[config.mk]
export PLATFORM = sky130hd
export DESIGN_NAME = chain_adc_port
export DESIGN_NICKNAME = d
export VERILOG_FILES = /design/src/rtl/adc_port_pkg.sv /design/src/rtl/pin_sync.sv /design/src/rtl/conv_timer.sv /design/src/rtl/out_shifter.sv /design/src/rtl/chain_adc_port.sv
export SDC_FILE = /design/constraint.sdc
export NUM_CORES = 1
export LEC_CHECK = 0
export BUFFER_PORTS_ARGS = -buffer_cell sky130_fd_sc_hd__buf_4
export CAP_MARGIN = 15
export CORE_MARGIN = 3
export CORE_UTILIZATION = 57
export DETAILED_ROUTE_END_ITERATION = 8
export HOLD_SLACK_MARGIN = 0.02
export PLACE_DENSITY = 0.89
export SKIP_CTS_REPAIR_TIMING = 1
export SLEW_MARGIN = 20
export SYNTH_ARGS = -nofsm -noshare
export SYNTH_HDL_FRONTEND = slang
export SYNTH_HIERARCHICAL = 1
export SYNTH_SLANG_ARGS = --single-unit
[constraint.sdc]
create_clock -name clk -period 5.4 [get_ports clk]
set_input_delay 0.54 -clock clk [delete_from_list [all_inputs] [get_ports clk]]
set_output_delay 0.54 -clock clk [all_outputs]
set_load 0.005 [all_outputs]
[src/rtl/adc_port_pkg.sv]
package adc_port_pkg;
  localparam int unsigned RESULT_W = 18;
  localparam int unsigned SYNC_STAGES = 2;

  typedef enum logic {
    MODE_NORMAL = 1'b0,
    MODE_CHAIN  = 1'b1
  } port_mode_e;
endpackage

[src/rtl/pin_sync.sv]
module pin_sync #(
  parameter int unsigned LANES  = 2,
  parameter int unsigned STAGES = 2
) (
  input  logic             clk,
  input  logic             rst_n,
  input  logic [LANES-1:0] pin_async,
  output logic [LANES-1:0] pin_sync_o,
  output logic [LANES-1:0] pin_rise
);
  logic [LANES-1:0] stage_q [STAGES];
  logic [LANES-1:0] last_q;

  genvar g;
  generate
    for (g = 0; g < STAGES; g++) begin : g_stage
      if (g == 0) begin : g_first
        always_ff @(posedge clk) begin
          if (!rst_n) stage_q[g] <= '0;
          else        stage_q[g] <= pin_async;
        end
      end else begin : g_next
        always_ff @(posedge clk) begin
          if (!rst_n) stage_q[g] <= '0;
          else        stage_q[g] <= stage_q[g-1];
        end
      end
    end
  endgenerate

  always_ff @(posedge clk) begin
    if (!rst_n) last_q <= '0;
    else        last_q <= stage_q[STAGES-1];
  end

  assign pin_sync_o = stage_q[STAGES-1];
  assign pin_rise   = stage_q[STAGES-1] & ~last_q;
endmodule

[src/rtl/conv_timer.sv]
module conv_timer #(
  parameter int unsigned CONV_CYCLES = 30
) (
  input  logic clk,
  input  logic rst_n,
  input  logic conv_start,
  output logic conv_rise,
  output logic busy,
  output logic conv_done
);
  localparam int unsigned CW = (CONV_CYCLES > 2) ? $clog2(CONV_CYCLES) : 1;
  localparam logic [CW-1:0] LAST = CW'(CONV_CYCLES - 1);

  logic          start_q;
  logic          busy_q;
  logic [CW-1:0] cnt_q;

  function automatic logic at_end(input logic [CW-1:0] c);
    return c == LAST;
  endfunction

  assign conv_rise = conv_start & ~start_q;
  assign conv_done = busy_q & at_end(cnt_q);
  assign busy      = busy_q;

  always_ff @(posedge clk) begin
    if (!rst_n) begin
      start_q <= 1'b0;
      busy_q  <= 1'b0;
      cnt_q   <= '0;
    end else begin
      start_q <= conv_start;
      if (!busy_q) begin
        if (conv_rise) begin
          busy_q <= 1'b1;
          cnt_q  <= '0;
        end
      end else if (conv_done) begin
        busy_q <= 1'b0;
        cnt_q  <= '0;
      end else begin
        cnt_q <= cnt_q + 1'b1;
      end
    end
  end
endmodule

[src/rtl/out_shifter.sv]
module out_shifter #(
  parameter int unsigned W = 18
) (
  input  logic         clk,
  input  logic         rst_n,
  input  logic         load,
  input  logic [W-1:0] load_word,
  input  logic         shift,
  input  logic         fill_bit,
  output logic [W-1:0] sreg,
  output logic         msb
);
  logic [W-1:0] sreg_q;

  function automatic logic [W-1:0] step_left(input logic [W-1:0] cur, input logic fill);
    return {cur[W-2:0], fill};
  endfunction

  always_ff @(posedge clk) begin
    if (!rst_n)      sreg_q <= '0;
    else if (load)   sreg_q <= load_word;
    else if (shift)  sreg_q <= step_left(sreg_q, fill_bit);
  end

  assign sreg = sreg_q;
  assign msb  = sreg_q[W-1];
endmodule

[src/rtl/chain_adc_port.sv]
module chain_adc_port #(
  parameter int unsigned W           = adc_port_pkg::RESULT_W,
  parameter int unsigned CONV_CYCLES = 30,
  parameter int unsigned SYNC_STAGES = adc_port_pkg::SYNC_STAGES
) (
  input  logic         clk,
  input  logic         rst_n,
  input  logic         conv_start,
  input  logic         chain_sel,
  input  logic         shared_in,
  input  logic         sclk,
  input  logic [W-1:0] result_word,
  output logic         busy,
  output logic         sdo,
  output logic         sdo_oe
);
  import adc_port_pkg::*;

  localparam int unsigned LN_SCLK = 0;
  localparam int unsigned LN_SHR  = 1;

  port_mode_e   mode;
  logic [1:0]   pins_sync;
  logic [1:0]   pins_rise;
  logic         sclk_rise;
  logic         shr_sync;
  logic         conv_rise;
  logic         conv_done;
  logic         shift_en;
  logic         fill_bit;
  logic [W-1:0] sreg;

  assign mode = port_mode_e'(chain_sel);

  pin_sync #(.LANES(2), .STAGES(SYNC_STAGES)) u_sync (
    .clk       (clk),
    .rst_n     (rst_n),
    .pin_async ({shared_in, sclk}),
    .pin_sync_o(pins_sync),
    .pin_rise  (pins_rise)
  );

  assign sclk_rise = pins_rise[LN_SCLK];
  assign shr_sync  = pins_sync[LN_SHR];

  conv_timer #(.CONV_CYCLES(CONV_CYCLES)) u_timer (
    .clk       (clk),
    .rst_n     (rst_n),
    .conv_start(conv_start),
    .conv_rise (conv_rise),
    .busy      (busy),
    .conv_done (conv_done)
  );

  always_comb begin
    if (mode == MODE_CHAIN) begin
      shift_en = 1'b1;
      fill_bit = shr_sync;
    end else begin
      shift_en = ~shr_sync;
      fill_bit = 1'b0;
    end
  end

  out_shifter #(.W(W)) u_shift (
    .clk      (clk),
    .rst_n    (rst_n),
    .load     (conv_done),
    .load_word(result_word),
    .shift    (sclk_rise & shift_en),
    .fill_bit (fill_bit),
    .sreg     (sreg),
    .msb      (sdo)
  );

  assign sdo_oe = (mode == MODE_CHAIN) | ~shared_in;
endmodule

## Word-level counts from Yosys, hierarchy flattened

Memory sizes are Yosys's and may differ from the RTL's.
Cells that the tools add are included.

| word-level totals | value |
|---|---|
| register bits after elaboration | 26 |
| bits in latches | 0 |
| memory bits (writable) | 4 |
| bits in read-only memories | 0 |
| memories kept | 1 |

| cells by class | value |
|---|---|
| add/sub/neg operators | 1 |
| multiply operators | 0 |
| divide/modulo/power cells | 0 |
| magnitude comparators | 0 |
| eq/ne operators | 1 |
| shift-type cells | 0 |
| mux-type cells | 14 |
| bitwise logic cells | 11 |
| reduce and logical (&&, ||, !) cells | 2 |

Memory list:

| name | words | bits a word | rd ports | clocked after Yosys merged registers in | wr ports | line | RTL |
|---|---|---|---|---|---|---|---|
| u_sync.stage_q | 2 | 2 | 2 | 0 | 2 | pin_sync.sv:11 | `logic [LANES-1:0] stage_q [STAGES];` |

Operators with widths:

| kind | number |
|---|---|
| $mux 18 | 2 |
| $mux 5 | 3 |
| $mux 1 | 7 |
| $add 5x1->5 const B | 1 |
| $eq 5x5->1 const B | 1 |
| $and 1x1->1 | 4 |
| $mux 2 | 2 |
| $not 1->1 | 4 |
| $reduce_bool 2->1 | 2 |
| $or 1x1->1 | 3 |

## Depth between registers and ports, before layout

Gate-level depths: netlist (run 1).

| depth | value |
|---|---|
| depth in word-level cells | 5 |
| depth in mapped cells | 7 |
| depth with buffers taken out | 6 |

## Modules after synthesis

Netlist (run 1), hierarchy kept.

By module, submodules not included:

| module | times used | cells each | area each (um^2) | sequential area each (um^2) |
|---|---|---|---|---|
| out_shifter | 1 | 80 | 970.9 | 360.3 |
| conv_timer | 1 | 39 | 349.1 | 140.1 |
| pin_sync | 1 | 14 | 170.2 | 120.1 |
| chain_adc_port | 1 | 4 | 26.3 | 0.0 |

## Worst setup path after synthesis (run 1)

OpenSTA, ideal clock, no wires.

| timing path | value |
|---|---|
| path type | register to register |
| from | register u_timer.cnt_q[0] |
| to | register u_shift.sreg_q[10], in the netlist u_shift/sreg[10] |
| library setup time | 0.116 ns |
| data arrival time | 1.591 ns |
| required time | 5.284 ns |
| path slack | 3.693 ns |
| stages on the path, launching flop included | 7 |
| period minus slack after synthesis | 1.707 ns |
| path through | dfxtp_1 -> ha_1 -> nand4_2 -> nor2_1 -> clkbuf_1 -> or2b_1 -> o211a_1 |

| between the ends | value |
|---|---|
| cells in the longest elaborated chain, start to end | 3 |
| elaborated cells between the ends (all ways) | 4 |

Ends and longest elaborated chain:

| element | line | RTL |
|---|---|---|
| start: declaration | conv_timer.sv:16 | `logic [CW-1:0] cnt_q;` |
| start signal: assignment | conv_timer.sv:42 | `cnt_q <= cnt_q + 1'b1;` |
| $eq 5x5->1 (*) | conv_timer.sv:19 | `return c == LAST;` |
| $and 1x1->1 (*) | conv_timer.sv:23 | `assign conv_done = busy_q & at_end(cnt_q);` |
| named net conv_done | chain_adc_port.sv:28 | `logic conv_done;` |
| $mux 18 or $reduce_bool 2->1 (tied branches) | n/a |  |
| end signal: assignment | out_shifter.sv:21 | `else if (load) sreg_q <= load_word;` |
| end signal: assignment | out_shifter.sv:22 | `else if (shift) sreg_q <= step_left(sreg_q, fill_bit);` |
| end: declaration | out_shifter.sv:13 | `logic [W-1:0] sreg_q;` |

The timed path passes the listed nets; every way through them passes the cells marked *.
A chain may end at the register's enable or synchronous reset.

## Worst setup path in the final report (run 1)

Same ends and word-level chain as after synthesis.

==> results by group, run 1 <==
Worst hold path
  • Worst Hold Class: in2reg
  • Worst Hold End: u_sync/stage_q[0][0]$_SDFF_PN0_
  • Hold_sp: sclk
  • Hold Path Stages: 2

STA
  • Worst slew pin tran: 703 ps
  • Final Skew: 6.94 ps
  • Fin. Hold Viols: 0
  • Max_slew headroom: 53.0%
  • Fin crit period: 1980 ps
  • Final worst-path cycle share: 36.6%
  • Final setup viols: 0
  • Fin worst setup slack: 3420 ps
  • RSZ-0062 raised after global routing: no
  • Final Max Tran Viols: 0
  • Fmax: 506 MHz
  • TNS Setup: 0 ps

Run status
  • Outcome: completed

Final layout
  • Post-layout util: 73.7%
  • Most frequent cells in the layout: dfxtp_1 (30), buf_4 (26), o211a_1 (18)
  • Area grow syn2layout: 16.9%
  • Share of cells above drive strength 1: 35.0%
  • Antenna cell count: 0
  • Final std cells w/o fill: 188
  • Most common cell after layout, fill and taps aside: dfxtp_1
  • Fin nets: 185

Placed design
  • Detail Placement HPWL: 1870 um
  • Placed insts: 180
  • Setup WS pre-CTS: 3100 ps
  • IO Port Bufs: 26
  • Gpl congestion: 0.652

Drt
  • DR iter-0 viols: 36
  • First drt pass iteration count: 4
  • Routed wl met2: 1370 um
  • DRC violations left: 0
  • Via count: 1057
  • Via/cell ratio: 5.62
  • ANT nets after route: 0
  • Uppermost layer routed: met4
  • Met1 Wirelength: 1140 um
  • Routed met3 length: 139 um
  • Average wire per standard cell: 14.5 um
  • Final wirelength: 2720 um

Clocking
  • CTS tree: yes
  • Clock buffer depth: 2
  • Worst skew pair latency: 330 ps
  • Num CTS Buffers: 5
  • H-tree depth: 2
  • Sink Count: 30
  • Root Driver: clkbuf_4
  • Clk slew on worst S/H paths: 90 ps

Critical path
  • Critical path required time: 5630 ps
  • Critical Path AT: 2200 ps
  • Worst Setup End Kind: flop
  • R2R Path End: u_shift/sreg[10]$_SDFFE_PN0P_
  • Critical Path Start: u_timer/cnt_q[0]$_SDFFE_PN0P_
  • Reg2reg start: u_timer/cnt_q[0]$_SDFFE_PN0P_
  • Crit-path max FO: 36
  • CP startpoint kind: flop
  • FF-to-FF setup slack: 3420 ps
  • Critical path class: reg2reg
  • Reg2reg path depth: 5

GRT
  • Tot GR Track Use: 18.6%
  • First-pass GRT wire length: 4660 um
  • Vias in the first global route: 1034
  • GRT overflow: 0
  • Largest net degree at the start of global routing: 37
  • Initial antenna violation count: 0

Die
  • I/O pin cnt: 27
  • Die W: 56.9 um
  • Area of the core: 0.00234 mm^2
  • Die height: 56.9 um
  • Starting density of the core: 63.1%
  • DIE AREA: 0.00324 mm^2
  • FP Rows: 17

Logic synthesis
  • Syn Nets: 159
  • Mapped Cells: 133
  • Yosys Warn Count: 6
  • Mapped Area: 0.00148 mm^2
  • Syn Area/Cell: 11.1 um^2

Power
  • Pwr dens: 231 mW/mm^2
  • VDD IR max: 0.179 mV
  • Tot Pwr: 0.398 mW
  • Leak pwr: 0.927 nW

Job
  • Max-cap violations: 0
[layer usage]
metal,global-route usage [%],up-vias
li1,-,523
met1,21.1,504
met2,31.5,23
met3,5.98,7
met4,7.95,0
met5,0,-
[report_power, final]
| part | switching, mW | internal [mW] |
|---|---|---|
| logic | 0.0141 | 0.0194 |
| clock network | 0.0744 | 0.0630 |
| registers | 0.00292 | 0.225 |
[flip-flops by register name, summed over array words and instances, names as in the netlist]
name and count:
u_timer/cnt_q 5, u_timer/busy 1, u_sync/last_q 1, u_shift/sreg 18, u_sync/stage_q 4, u_timer/start_q 1
[worst max-delay path: stages, from the launching register on]
cell and delay [ps]:
dfxtp_1 420, ha_1 230, nand4_2 220, nor2_4 580
or2b_1 290, o211a_1 130
[stage by stage]
stage / cell area, um^2 / hold slack (ps)
floorplan: 1480 / 412
global placement: 1650 / 418
CTS: 1710 / 410
detailed placement: 1650 / 428
global route: 1730 / 403
finish: 1730 / 413
[worst max path at each step]
stage	slack [ps]	depth (start not counted)	to
global route	3260	5	u_shift/sreg[15]$_SDFFE_PN0P_
floorplan	3690	6	u_shift/sreg[10]$_SDFFE_PN0P_
global placement	3160	5	u_shift/sreg[3]$_SDFFE_PN0P_
finish	3420	5	u_shift/sreg[10]$_SDFFE_PN0P_
detailed placement	3100	5	u_shift/sreg[10]$_SDFFE_PN0P_
CTS	3080	5	u_shift/sreg[10]$_SDFFE_PN0P_
[final cells by class]
type / count / area [um^2]
clock inverters: 1 / 5.00
clock buffers: 7 / 55.1
fillers: 178 / 614
well taps: 28 / 35.0
multi-input cells: 91 / 816
inverters: 5 / 18.8
repair buffers: 26 / 195
flip-flops and latches: 30 / 601
No activity file was read; power rests on OpenSTA's default activity.
==> run 2, diff against run 1 <==
--- a/config.mk
+++ b/config.mk
@@ -5,13 +5,14 @@
 export SDC_FILE = /design/constraint.sdc
 export NUM_CORES = 1
 export LEC_CHECK = 0
+export ABC_AREA = 1
 export BUFFER_PORTS_ARGS = -buffer_cell sky130_fd_sc_hd__buf_4
 export CAP_MARGIN = 15
 export CORE_MARGIN = 3
-export CORE_UTILIZATION = 57
+export CORE_UTILIZATION = 49
 export DETAILED_ROUTE_END_ITERATION = 8
 export HOLD_SLACK_MARGIN = 0.02
-export PLACE_DENSITY = 0.89
+export PLACE_DENSITY = 0.82
 export SKIP_CTS_REPAIR_TIMING = 1
 export SLEW_MARGIN = 20
 export SYNTH_ARGS = -nofsm -noshare
==> constraint.sdc (replaced) <==
create_clock -name clk -period 1.64 [get_ports clk]
set_input_delay 0.164 -clock clk [delete_from_list [all_inputs] [get_ports clk]]
set_output_delay 0.164 -clock clk [all_outputs]
set_load 0.005 [all_outputs]
==> run 2 against run 1 <==
Effect of this change: critical path depth is 6 higher; clock skew grew 1.3 ps; area after synthesis decreased by 1.3%; global-route usage down 1.7 points; register-to-register slack got worse by 3300 ps; setup slack got worse by 3300 ps; core utilization shrank 9.7 points; sequential power increased to 3.3 times the previous value; maximum frequency is 33% higher; final cell count rose by 49%; critical path type unchanged; critical endpoint is now u_shift/sreg[14]$_SDFFE_PN0P_.
==> results by group, run 2 <==
Power
  • Tot Pwr: 1.47 mW
  • Pwr dens: 818 mW/mm^2
  • Leak pwr: 0.977 nW
  • VDD IR max: 0.581 mV

Clocking
  • Sink Count: 30
  • Clk slew on worst S/H paths: 90 ps
  • Num CTS Buffers: 5
  • Worst skew pair latency: 310 ps
  • Clock buffer depth: 2
  • Root Driver: clkbuf_4
  • H-tree depth: 2
  • CTS tree: yes

Logic synthesis
  • Syn Area/Cell: 6.72 um^2
  • Yosys Warn Count: 6
  • Mapped Cells: 217
  • Mapped Area: 0.00146 mm^2
  • Syn Nets: 243

Drt
  • ANT nets after route: 0
  • Via count: 1339
  • DRC violations left: 0
  • Final wirelength: 2870 um
  • Via/cell ratio: 4.77
  • First drt pass iteration count: 4
  • DR iter-0 viols: 64
  • Average wire per standard cell: 10.2 um

Final layout
  • Most frequent cells in the layout: nand2_1 (78), inv_1 (36), nand3_1 (34)
  • Most common cell after layout, fill and taps aside: nand2_1
  • Antenna cell count: 0
  • Share of cells above drive strength 1: 22.4%
  • Area grow syn2layout: 23.2%
  • Final Cell Area: 0.00180 mm^2
  • Fin nets: 276
  • Number of flip-flops in the largest register: 18
  • Post-layout util: 64.0%

GRT
  • Largest net degree at the start of global routing: 27
  • GRT overflow: 0
  • Initial antenna violation count: 0
  • First-pass GRT wire length: 4700 um
  • Vias in the first global route: 1145
  • Tot GR Track Use: 16.8%

Critical path
  • Worst Setup End Kind: flop
  • Critical path required time: 1890 ps
  • Critical Path AT: 1740 ps
  • Crit-path max FO: 14
  • Critical path class: reg2reg
  • CP startpoint kind: flop

Die
  • Area of the core: 0.00281 mm^2
  • Die W: 60.5 um
  • FP Rows: 19
  • DIE AREA: 0.00367 mm^2
  • Die height: 60.5 um
  • Starting density of the core: 52.0%
  • I/O pin cnt: 27

STA
  • Worst slew pin tran: 291 ps
  • RSZ-0062 raised after global routing: no
  • Fin crit period: 1480 ps
  • TNS Setup: 0 ps
  • Max_slew headroom: 80.6%
  • Final Skew: 8.28 ps
  • Final setup viols: 0
  • Fmax: 674 MHz
  • Final Max Tran Viols: 0
  • Fin. Hold Viols: 0
  • Final worst-path cycle share: 90.5%

Run status
  • Outcome: completed

Placed design
  • Detail Placement HPWL: 1990 um
  • Area after DPL: 0.00168 mm^2
  • IO Port Bufs: 26
  • Gpl congestion: 0.775

Worst hold path
  • Worst Hold Class: in2reg

Job
  • Max-cap violations: 0
[run 2: critical path: stages, from the launching register on]
cell     delay [ps]
dfxtp_1         340
inv_1            40
ha_1            170
nand2_1          80
nor2_2           50
inv_2            80
nor2_4           50
buf_12          140
nor2_8          150
buf_4           150
nand2_2          40
a21oi_1         130
[run 2: power breakdown]
group          internal, mW  switching (mW)  total (mW)
combinational        0.0640          0.0633       0.127
clock                 0.355           0.240       0.594
sequential            0.740         0.00792       0.748
total                  1.16           0.311        1.47
[run 2: per-layer routing]
layer | part of all wire, % | global-route usage, % | wire, um
met1 | 47 | 21.1 | 1350
met2 | 48 | 27.8 | 1370
met3 | 3.8 | 4.47 | 108
met4 | 1.5 | 6.50 | 42
met5 | 0 | 0 | 0
[run 2: per-stage QoR]
stage | hold WS (ps) | std cells | setup slack, ps
detailed placement | 347 | 271 | 117
floorplan | 257 | 217 | 145
CTS | 3.84 | 278 | 76.9
global route | 41.0 | 281 | 16.9
finish | 43.3 | 281 | 156
global placement | 339 | 271 | 191
[run 2: worst paths after layout]
check                                                      from                              end  slack, ps  cells after the start
worst min register to register  u_sync/stage_q[0][0]$_SDFF_PN0_  u_sync/stage_q[1][0]$_SDFF_PN0_        420                      2
worst max-delay path              u_timer/cnt_q[1]$_SDFFE_PN0P_    u_shift/sreg[14]$_SDFFE_PN0P_        160                     11
worst max register to register    u_timer/cnt_q[1]$_SDFFE_PN0P_    u_shift/sreg[14]$_SDFFE_PN0P_        160                     11
worst min-delay path                                  shared_in  u_sync/stage_q[0][1]$_SDFF_PN0_         40                      3
[run 2: area by class of cell]
class | count | area (um^2)
clock buffers | 6 | 51.3
fillers | 261 | 1010
well taps | 31 | 38.8
repair buffers | 33 | 263
clock inverters | 1 | 30.0
multi-input cells | 139 | 657
flip-flops and latches | 30 | 602
inverters | 41 | 154
